===== src/rtl/i2c_seq_pkg.sv =====
package i2c_seq_pkg;

  localparam int STAT_W = 5;

  localparam logic [STAT_W-1:0] ST_OK        = 5'h00;
  localparam logic [STAT_W-1:0] ST_ADDR_NACK = 5'h01;
  localparam logic [STAT_W-1:0] ST_DATA_NACK = 5'h02;
  localparam logic [STAT_W-1:0] ST_HW_TMO    = 5'h04;
  localparam logic [STAT_W-1:0] ST_WAIT_TMO  = 5'h08;
  localparam logic [STAT_W-1:0] ST_ABORT     = 5'h10;

  typedef enum logic [2:0] {
    S_GET, S_WR, S_WR_WAIT, S_RD_ISS, S_RD_WAIT, S_DRAIN, S_DONE
  } seq_state_e;

  // data NACK outranks address NACK, which outranks hardware timeout
  function automatic logic [STAT_W-1:0] abort_code(input logic [2:0] src);
    if (src[1])      return ST_DATA_NACK;
    else if (src[0]) return ST_ADDR_NACK;
    else if (src[2]) return ST_HW_TMO;
    else             return ST_ABORT;
  endfunction

endpackage


===== src/rtl/seq_stall_timer.sv =====
module seq_stall_timer #(
  parameter int TMO_W = 16
) (
  input  logic             clk,
  input  logic             rst,
  input  logic             run,
  input  logic             progress,
  input  logic [TMO_W-1:0] limit,
  output logic             expired
);
  logic [TMO_W-1:0] cnt;

  always_ff @(posedge clk) begin
    if (rst || !run || progress) cnt <= '0;
    else if (cnt < limit)        cnt <= cnt + 1'b1;
  end

  assign expired = run && !progress && (cnt >= limit);
endmodule


===== src/rtl/seq_pair_track.sv =====
module seq_pair_track #(
  parameter int ADDR_W = 7
) (
  input  logic              clk,
  input  logic              rst,
  input  logic              take,
  input  logic              list_start,
  input  logic [ADDR_W-1:0] addr,
  input  logic              rd,
  output logic              restart
);
  logic [ADDR_W-1:0] cur_addr;
  logic              cur_rd;

  assign restart = !list_start && ((addr != cur_addr) || (rd != cur_rd));

  always_ff @(posedge clk) begin
    if (rst) begin
      cur_addr <= '0;
      cur_rd   <= 1'b0;
    end else if (take) begin
      cur_addr <= addr;
      cur_rd   <= rd;
    end
  end
endmodule


===== src/rtl/i2c_msg_seq.sv =====
module i2c_msg_seq
  import i2c_seq_pkg::*;
#(
  parameter int ADDR_W = 7,
  parameter int LEN_W  = 8,
  parameter int CNT_W  = 8,
  parameter int TMO_W  = 16,
  localparam int CMD_W = ADDR_W + 11
) (
  input  logic              clk,
  input  logic              rst,
  input  logic              desc_valid,
  output logic              desc_ready,
  input  logic [ADDR_W-1:0] desc_addr,
  input  logic              desc_rd,
  input  logic [LEN_W-1:0]  desc_len,
  input  logic              desc_last,
  input  logic              wr_valid,
  output logic              wr_ready,
  input  logic [7:0]        wr_data,
  output logic              cmd_valid,
  output logic [CMD_W-1:0]  cmd_word,
  input  logic              cmd_full,
  input  logic              tx_empty,
  input  logic              rx_valid,
  input  logic [7:0]        rx_data,
  output logic              rx_pop,
  input  logic              abort,
  input  logic [2:0]        abort_src,
  input  logic [TMO_W-1:0]  tmo_limit,
  output logic              rd_valid,
  output logic [7:0]        rd_data,
  output logic              done,
  output logic [CNT_W-1:0]  done_count,
  output logic [STAT_W-1:0] done_status
);
  localparam logic [LEN_W-1:0] ONE_LEFT = LEN_W'(1);

  seq_state_e        st;
  logic [ADDR_W-1:0] m_addr;
  logic              m_last, m_rs, list_start;
  logic [LEN_W-1:0]  remain;
  logic [CNT_W-1:0]  ok_cnt;
  logic [STAT_W-1:0] err_code;

  logic take, wr_fire, rd_iss, tx_done, last_unit, new_rs;
  logic t_run, t_prog, tmo_exp;
  logic fail, msg_ok;
  logic [STAT_W-1:0] fail_code;

  assign desc_ready = (st == S_GET) || (st == S_DRAIN);
  assign take       = desc_valid && desc_ready;
  assign wr_ready   = (st == S_WR) && !cmd_full;
  assign wr_fire    = wr_valid && wr_ready;
  assign rd_iss     = (st == S_RD_ISS) && !cmd_full;
  assign rx_pop     = (st == S_RD_WAIT) && !abort && rx_valid;
  assign tx_done    = (st == S_WR_WAIT) && !abort && tx_empty && !cmd_valid;
  assign last_unit  = (remain == ONE_LEFT);

  assign t_run  = (st == S_WR) || (st == S_WR_WAIT) || (st == S_RD_ISS) || (st == S_RD_WAIT);
  assign t_prog = wr_fire || rd_iss || rx_pop || tx_done;

  seq_stall_timer #(.TMO_W(TMO_W)) u_timer (
    .clk(clk), .rst(rst), .run(t_run), .progress(t_prog),
    .limit(tmo_limit), .expired(tmo_exp)
  );

  seq_pair_track #(.ADDR_W(ADDR_W)) u_pair (
    .clk(clk), .rst(rst), .take(take && (st == S_GET)),
    .list_start(list_start), .addr(desc_addr), .rd(desc_rd),
    .restart(new_rs)
  );

  // outcome of the current message for this cycle
  always_comb begin
    fail      = 1'b0;
    fail_code = ST_OK;
    msg_ok    = 1'b0;
    unique case (st)
      S_WR, S_RD_ISS: if (tmo_exp) begin fail = 1'b1; fail_code = ST_WAIT_TMO; end
      S_WR_WAIT, S_RD_WAIT: begin
        if (abort) begin
          fail      = 1'b1;
          fail_code = abort_code(abort_src);
        end else if (tx_done || (rx_pop && last_unit)) begin
          msg_ok = 1'b1;
        end else if (tmo_exp) begin
          fail      = 1'b1;
          fail_code = ST_WAIT_TMO;
        end
      end
      default: ;
    endcase
  end

  always_ff @(posedge clk) begin
    if (rst) begin
      st          <= S_GET;
      m_addr      <= '0;
      m_last      <= 1'b0;
      m_rs        <= 1'b0;
      list_start  <= 1'b1;
      remain      <= '0;
      ok_cnt      <= '0;
      err_code    <= ST_OK;
      cmd_valid   <= 1'b0;
      cmd_word    <= '0;
      rd_valid    <= 1'b0;
      rd_data     <= '0;
      done        <= 1'b0;
      done_count  <= '0;
      done_status <= ST_OK;
    end else begin
      cmd_valid <= 1'b0;
      rd_valid  <= 1'b0;
      done      <= 1'b0;
      unique case (st)
        S_GET: if (take) begin
          m_addr     <= desc_addr;
          m_last     <= desc_last;
          m_rs       <= new_rs;
          remain     <= desc_len;
          list_start <= 1'b0;
          if (desc_len == '0) begin
            err_code <= ST_ABORT;
            st       <= desc_last ? S_DONE : S_DRAIN;
          end else begin
            st <= desc_rd ? S_RD_ISS : S_WR;
          end
        end
        S_WR: if (wr_fire) begin
          cmd_valid <= 1'b1;
          cmd_word  <= {m_addr, m_rs, m_last && last_unit, 1'b0, wr_data};
          m_rs      <= 1'b0;
          remain    <= remain - 1'b1;
          if (last_unit) st <= S_WR_WAIT;
        end
        S_RD_ISS: if (rd_iss) begin
          cmd_valid <= 1'b1;
          cmd_word  <= {m_addr, m_rs, m_last && last_unit, 1'b1, 8'h00};
          m_rs      <= 1'b0;
          st        <= S_RD_WAIT;
        end
        S_RD_WAIT: if (rx_pop) begin
          rd_valid <= 1'b1;
          rd_data  <= rx_data;
          remain   <= remain - 1'b1;
          if (!last_unit) st <= S_RD_ISS;
        end
        S_DRAIN: if (take && desc_last) st <= S_DONE;
        S_DONE: begin
          done        <= 1'b1;
          done_count  <= ok_cnt;
          done_status <= err_code;
          ok_cnt      <= '0;
          err_code    <= ST_OK;
          list_start  <= 1'b1;
          st          <= S_GET;
        end
        default: ;
      endcase
      if (fail) begin
        err_code <= fail_code;
        st       <= m_last ? S_DONE : S_DRAIN;
      end else if (msg_ok) begin
        ok_cnt <= ok_cnt + 1'b1;
        st     <= m_last ? S_DONE : S_GET;
      end
    end
  end
endmodule


===== config.mk =====
export PLATFORM = sky130hd
export DESIGN_NAME = i2c_msg_seq
export DESIGN_NICKNAME = d
export VERILOG_FILES = /design/src/rtl/i2c_seq_pkg.sv /design/src/rtl/seq_stall_timer.sv /design/src/rtl/seq_pair_track.sv /design/src/rtl/i2c_msg_seq.sv
export SDC_FILE = /design/constraint.sdc
export NUM_CORES = 1
export LEC_CHECK = 0
export BUFFER_PORTS_ARGS = -buffer_cell sky130_fd_sc_hd__buf_2
export CAP_MARGIN = 20
export CELL_PAD_IN_SITES_DETAIL_PLACEMENT = 0
export CELL_PAD_IN_SITES_GLOBAL_PLACEMENT = 1
export CORE_ASPECT_RATIO = 1.25
export CORE_MARGIN = 5
export CORE_UTILIZATION = 36
export CTS_CLUSTER_SIZE = 12
export DETAILED_ROUTE_END_ITERATION = 8
export PLACE_DENSITY_LB_ADDON = 0.1
export SLEW_MARGIN = 20
export SYNTH_ARGS = -nofsm -noshare
export SYNTH_HDL_FRONTEND = slang
export SYNTH_SLANG_ARGS = --single-unit

===== constraint.sdc =====
create_clock -name clk -period 2.3 [get_ports clk]
set_input_delay 0.23 -clock clk [delete_from_list [all_inputs] [get_ports clk]]
set_output_delay 0.23 -clock clk [all_outputs]
set_load 0.05 [all_outputs]

==> results.sh, run 1 <==
export IMPL_report_power_total_uw=5520
export IMPL_drive_above_1_share_pct=26.6
export IMPL_dieArea_um2=15700
export IMPL_areaGrowthSynthToFinish_pct=27.2
export IMPL_ff_latch_area_um2=1870
export IMPL_setup_viol=0
export IMPL_period_minus_slack_ns=2.24
export IMPL_crit_required_ns=2.58
export IMPL_maxSlewViolCount=0
export IMPL_maxCapViolCount=0
export IMPL_critPathMaxFanout=6
export IMPL_min_from="rx_data[3]"
export IMPL_hold_path_end="rd_data[3]"
export IMPL_io_buffers=104
export IMPL_worst_ep_arrival_time_ns=2.51
export IMPL_ys_seq_area_share_pct=38.9
export IMPL_ir_worst_vdd_mv=0.429
export IMPL_p_comb_share_pct=37.1
export IMPL_grt_max_degree=50
export IMPL_reg2reg_slack_ns=0.06
export IMPL_ys_seq_elements=93
export IMPL_status="finished, final reports clean"
export IMPL_yosysWarnings=0
export IMPL_r2r_end="u_timer.cnt[11]"
export IMPL_place_hpwl_mm=9.53
export IMPL_wirelength_mm=12.6
export IMPL_avgSynthCellArea_um2=7.92
export IMPL_synthMuxAreaShare_pct=1.10
export IMPL_rsz0062_at_grt="yes"
export IMPL_dieWidth_um=113
export IMPL_ys_types=70
export IMPL_worstSkewPairLatency_ns=0.34
export IMPL_synth_top_family_by_area="simple AND/OR/NAND/NOR gates"
export IMPL_p_sw_uw=2070
export IMPL_nFillCells=1384
export IMPL_cts_tree="built"
export IMPL_dr_pass1_iters=4
export IMPL_r2r_cells=7
export IMPL_min_path_type="input pin to flip-flop"
export IMPL_cts_buffers_inserted=9
export IMPL_hold_buffers=0
export IMPL_pwr_share_seq_pct=35.8
export IMPL_criticalPathCategory="flip-flop to flip-flop"
export IMPL_gp_congestion=0.827
export IMPL_start_util_pct=36.3
export IMPL_path_cells="ha_4 -> nor2b_1 -> o211ai_2 -> a2111oi_4 -> or3_4 -> or4_1 -> a21oi_2"
export IMPL_fin_area_um2=6090
export IMPL_synth_ff_type="dfxtp_1"
export IMPL_rows=47
export IMPL_slew_headroom_pct=66.1
export IMPL_multi_input_area_um2=2750
export IMPL_slowest_stage="or4_1"
export IMPL_first_global_vias=4334
export IMPL_clk_path_buf_depth=2
export IMPL_synth_compound_area_share_pct=19.8
export IMPL_grt_pass1_wl_mm=20.5
export IMPL_placeableCoreArea_um2=13200
export IMPL_p_sw_share_pct=37.5
export IMPL_drt_iter0_markers=182
export IMPL_syn_inst=604
export IMPL_p_clk_share_pct=27.1
export IMPL_clkTransAtPathRegs_ns=0.07
export IMPL_hold_ws_ns=0.123
export IMPL_antenna_left=0
export IMPL_clock_root_buffer="clkbuf_16"
export IMPL_htree_levels=3
export IMPL_grt_antenna_before_repair=0
export IMPL_antenna_cells=0
export IMPL_gr_total_overflow=0
export IMPL_synth_adder_area_share_pct=5.44
export IMPL_layout_nets=809
export IMPL_p_per_area_nw_per_um2=907
export IMPL_io_pins=105
export IMPL_yosys_area_share_xor_xnor_pct=3.66
export IMPL_max_freq_ghz=0.447
export IMPL_worst_slew_pin_slew_ns=0.509
export IMPL_cts_sinks=93
export IMPL_drc_errors=0
export IMPL_finalHoldViolCount=0
export IMPL_internal_power_uw=3450
export IMPL_min_period_over_period_pct=97.2
export IMPL_critPathLaunchType="flip-flop"
export IMPL_fin_skew_ns=0.00912
export IMPL_mostFrequentLayoutCell="nand2_1"
export IMPL_avgViaCountPerCell=5.06
export IMPL_synth_nets=684
export IMPL_p_leak_uw=0.00253
export IMPL_synthSimpleGateAreaFrac_pct=25.7
export IMPL_routedWlPerCell_um=13.9
export IMPL_synthArstFlopShare_pct=0
export IMPL_r2r_start="u_timer.cnt[1]"
export IMPL_place_area_um2=5690
export IMPL_grtUsageTotal_pct=15.7
export IMPL_final_cell_mix="nand2_1 (109), buf_2 (104), dfxtp_1 (89)"
export IMPL_netlist_area_um2=4780
export IMPL_endpoint_kind="flip-flop"
export IMPL_synth_edf_count=0
export IMPL_slowest_delay_ns=0.54
export IMPL_dr_total_vias=4578
export IMPL_die_h_um=139
export IMPL_holdPathStages=3
flip-flops by register name (all words and copies together) (netlist names):
name	cells
cmd_word	18
u_timer.cnt	16
done_count	8
ok_cnt	8
rd_data	8
remain	8
m_addr	7
done_status	5
err_code	5
st	3
cmd_valid	1
done	1
list_start	1
m_last	1
m_rs	1
rd_valid	1
u_pair.cur_rd	1
what timing repair did:
action,CTS,global route
pin swaps,0,3
resized for setup,1,16
setup endpoints to repair,1,11
cloned,0,1
setup buffers,0,1
worst max-delay path: cells and delay by family (launching register included):
| kind | cells | cell delay [ns] |
|---|---|---|
| flops | 1 | 0.39 |
| compound gates | 3 | 0.47 |
| simple gates | 3 | 1.11 |
| fa+ha+maj | 1 | 0.21 |
power groups by stage:
stage | clock [uW] | sequential, uW | combinational, uW
after floorplan | 0 | 2010 | 1410
after global placement | 0 | 2000 | 2010
after detailed placement | 0 | 2000 | 2030
after CTS | 1560 | 1970 | 2040
after global routing | 1590 | 2000 | 2300
final | 1490 | 1970 | 2050
area by class of cell:
type	count	share of cell area [%]
clock buffer	10	3.76
multi-input combinational	449	45.2
tap	171	3.52
clock inverter	6	1.17
timing repair buffer	147	13.9
sequential	93	30.7
inverter	29	1.79
worst max path at each step:
stage / from / endpoint / depth (start not counted)
detailed placement: tmo_limit[13] / st[1] / 10
finish: u_timer.cnt[1] / u_timer.cnt[11] / 7
floorplan: st[2] / remain[1] / 8
global route: u_timer.cnt[13] / u_timer.cnt[10] / 7
CTS: u_timer.cnt[1] / u_timer.cnt[11] / 7
global placement: tmo_limit[13] / st[1] / 10
routing by layer:
layer	GRT usage [%]	share of wire, %
met1	19.6	44
met2	26.1	48
met3	3.80	5.5
met4	5.70	1.9
met5	0	0
synthesized netlist by cell type (3+ instances only):
cell type / n / area, um^2
mux2i_1: 3 / 30.0
clkbuf_1: 20 / 75.1
nor4_1: 12 / 75.1
a21oi_1: 69 / 345
nand2b_1: 4 / 25.0
inv_1: 28 / 105
o211ai_1: 4 / 30.0
buf_1: 3 / 11.3
ha_1: 20 / 250
a21o_1: 4 / 30.0
o21ai_0: 17 / 85.1
nor2b_1: 3 / 18.8
xnor2_1: 10 / 87.6
dfxtp_1: 93 / 1860
buf_2: 10 / 50.1
nand2_1: 109 / 409
a22o_1: 3 / 26.3
nor2_1: 61 / 229
a22oi_1: 16 / 120
and3_1: 3 / 18.8
o21a_1: 3 / 22.5
nor3b_1: 3 / 22.5
and2_1: 5 / 31.3
nor3_1: 7 / 35.0
or3_1: 3 / 18.8
xor2_1: 10 / 87.6
nand3_1: 15 / 75.1
nand4_1: 8 / 50.1
or4_1: 4 / 30.0
o31ai_1: 4 / 30.0
stage by stage:
stage | std cells | util [%] | setup TNS, ns | worst slack, ns
floorplan | 604 | - | 0 | 0.0557
global placement | 887 | 43.2 | 0 | 0.0231
detailed placement | 887 | 43.2 | -0.0222 | -0.0205
CTS | 903 | 45.6 | 0 | 0.00619
global route | 905 | 46.2 | -0.214 | -0.0484
finish | 905 | 46.2 | 0 | 0.0635
kinds of logic (layout without fill, tap and decap cells):
| logic type | Yosys count | after routing |
|---|---|---|
| AO/OA/AOI/OAI | 149 | 149 |
| XOR/XNOR | 20 | 20 |
| adder cells (fa/ha/maj) | 21 | 21 |
| buffers and inverters | 63 | 192 |
| flip-flops | 93 | 93 |
| multiplexers | 5 | 5 |
| AND/OR/NAND/NOR | 253 | 254 |
Note: power is estimated with default switching activity, not from simulation.
==> inputs of run 2 (changes only) <==
--- a/config.mk
+++ b/config.mk
@@ -11,9 +11,10 @@
 export CELL_PAD_IN_SITES_GLOBAL_PLACEMENT = 1
 export CORE_ASPECT_RATIO = 1.25
 export CORE_MARGIN = 5
-export CORE_UTILIZATION = 36
+export CORE_UTILIZATION = 43
 export CTS_CLUSTER_SIZE = 12
 export DETAILED_ROUTE_END_ITERATION = 8
+export HOLD_SLACK_MARGIN = 0.06
 export PLACE_DENSITY_LB_ADDON = 0.1
 export SLEW_MARGIN = 20
 export SYNTH_ARGS = -nofsm -noshare
==> constraint.sdc (replaced) <==
create_clock -name clk -period 2.85 [get_ports clk]
set_input_delay 0.285 -clock clk [delete_from_list [all_inputs] [get_ports clk]]
set_output_delay 0.285 -clock clk [all_outputs]
set_load 0.05 [all_outputs]
==> run 2 against run 1 <==
Hold slack improved by 0.054 ns. Critical endpoint is now st[0]. Highest routed layer unchanged. Global-route usage increased by 2.6 points. Flip-flop and latch count unchanged. Combinational power decreased by 26%. Sequential share of layout area increased by 1.6 points. Maximum frequency decreased by 11%. Count of clock-buffer cells in the layout unchanged. Power decreased by 20%. First-iteration DRC count decreased by 18%. Worst setup slack improved by 0.27 ns.
==> results.sh, run 2 (synthesis gave the netlist of run 1 again) <==
export IMPL_slew_headroom_pct=42.9
export IMPL_gr_total_overflow=0
export IMPL_clk_path_buf_depth=2
export IMPL_cts_tree="built"
export IMPL_criticalPathCategory="flip-flop to flip-flop"
export IMPL_internal_power_uw=2780
export IMPL_setup_viol=0
export IMPL_slowest_delay_ns=0.77
export IMPL_p_sw_uw=1640
export IMPL_min_from="wr_data[3]"
export IMPL_min_period_over_period_pct=88.4
export IMPL_cpMostUsedCell="nor2_1"
export IMPL_top_regs="cmd_word: 18 flops, u_timer.cnt: 16 flops"
export IMPL_placeableCoreArea_um2=11000
export IMPL_rows=43
export IMPL_worst_slew_pin_slew_ns=0.855
export IMPL_r2r_start="u_timer.cnt[11]"
export IMPL_cts_sinks=93
export IMPL_final_cell_mix="nand2_1 (109), buf_2 (104), dfxtp_1 (93)"
export IMPL_worstSkewPairLatency_ns=0.34
export IMPL_crit_required_ns=3.08
export IMPL_slowest_stage="nor3b_1"
export IMPL_critical_path_cell_count=7
export IMPL_start_util_pct=43.6
export IMPL_pwr_share_seq_pct=36.2
export IMPL_largest_reg_flops=18
export IMPL_dr_pass1_iters=5
export IMPL_place_hpwl_mm=9.02
export IMPL_worst_ep_arrival_time_ns=2.75
export IMPL_fin_skew_ns=0.00704
export IMPL_io_buffers=104
export IMPL_p_per_area_nw_per_um2=767
export IMPL_period_minus_slack_ns=2.52
export IMPL_critPathMaxFanout=8
export IMPL_mostFrequentLayoutCell="nand2_1"
export IMPL_grtUsageTotal_pct=18.2
export IMPL_startpoint="u_timer.cnt[11]"
export IMPL_clkTransAtPathRegs_ns=0.07
export IMPL_min_path_type="input pin to flip-flop"
export IMPL_setup_tns_ns=0
export IMPL_cp_buffers_inverters=0
export IMPL_first_global_vias=4333
export IMPL_layout_nets=780
export IMPL_cp_top_family="simple AND/OR/NAND/NOR gates"
export IMPL_report_power_total_uw=4420
export IMPL_cts_buffers_inserted=9
export IMPL_htree_levels=3
export IMPL_drive_above_1_share_pct=21.7
export IMPL_p_comb_share_pct=34.2
export IMPL_status="finished, final reports clean"
export IMPL_ff_latch_area_um2=1860
export IMPL_p_leak_uw=0.00238
export IMPL_clock_root_buffer="clkbuf_16"
export IMPL_rsz0062_at_grt="no"
export IMPL_path_cells="ha_1 -> nand4_1 -> nor2_1 -> o2bb2ai_1 -> nor3b_1 -> nor2_1 -> o41ai_1"
export IMPL_dieArea_um2=13300
export IMPL_r2r_cells=7
export IMPL_endpoint_kind="flip-flop"
export IMPL_p_clk_share_pct=29.6
export IMPL_antenna_cells=0
export IMPL_drc_errors=0
export IMPL_dieWidth_um=104
export IMPL_cts_resized=0
export IMPL_nFillCells=1108
export IMPL_routedWlPerCell_um=14.4
export IMPL_antenna_left=0
export IMPL_drt_iter0_markers=150
export IMPL_maxCapViolCount=0
export IMPL_io_pins=105
export IMPL_holdPathStages=3
export IMPL_ir_worst_vdd_mv=0.403
export IMPL_grt_max_degree=62
export IMPL_grt_pass1_wl_mm=20.4
export IMPL_post_cts_buffers=0
export IMPL_areaGrowthSynthToFinish_pct=20.5
export IMPL_regMostFlops="cmd_word"
export IMPL_dr_total_vias=4497
export IMPL_gp_congestion=0.880
export IMPL_critPathLaunchType="flip-flop"
export IMPL_wirelength_mm=12.1
export IMPL_grt_antenna_before_repair=0
export IMPL_maxSlewViolCount=0
export IMPL_p_sw_share_pct=37.1
export IMPL_die_h_um=128
export IMPL_hold_buffers=0
export IMPL_avgViaCountPerCell=5.35
export IMPL_max_freq_ghz=0.397
export IMPL_multi_input_area_um2=2670
export IMPL_finalHoldViolCount=0
[run 2: changes by cell type in the layout (fill, tap and decap cells not counted), moves of 2 or more]
cell | previous run | this run
clkinv_4 | 2 | 0
a21oi_1 | 67 | 69
a21oi_2 | 2 | 0
dfxtp_2 | 4 | 0
buf_4 | 43 | 15
dfxtp_1 | 89 | 93
[run 2: tightest hold or removal path, cell delays in order]
cell	delay (ns)
buf_2	0.07
a22oi_1	0.05
nor2_1	0.07
[run 2: final cells by class]
class                   count  share of cell area (%)
clock buffers              10                    3.97
clock inverters             6                    1.65
inverters                  29                    1.89
multi-input cells         448                    46.3
flip-flops and latches     93                    32.3
well taps                 135                    2.93
repair buffers            119                    11.0
[run 2: metrics by stage]
step	util, %	instance area (um^2)	setup WS (ns)	hold WS [ns]	instances
CTS	52.5	5760	0.323	0.171	840
detailed placement	49.5	5440	0.288	0.443	824
finish	52.5	5760	0.331	0.177	840
global route	52.5	5760	0.0451	0.174	840
floorplan	-	4780	0.235	0.388	604
global placement	49.5	5440	0.411	0.440	824
[run 2: layer usage]
layer  global-route usage, %  share of wire, %  vias up  wire length, um
li1                        -                 -     2302                -
met1                    22.4                45     2076             5380
met2                    30.8                48      101             5810
met3                    5.04               5.9       18              710
met4                    6.02               1.6        0              192
met5                       0                 0        -                0
[run 2: final timing paths]
kind	endpoint	slack, ns
worst max-delay path	st[0]	0.33
worst min-delay path	cmd_word[3]	0.18
worst max register to register	st[0]	0.33
worst min register to register	done_status[1]	0.45
[run 2: power groups by stage]
stage	sequential, uW	clock, uW	combinational [uW]
4_1_cts	1600	1350	1520
5_1_grt	1620	1410	1690
3_5_place_dp	1630	0	1510
2_1_floorplan	1620	0	1130
6_report	1600	1310	1510
3_3_place_gp	1620	0	1490
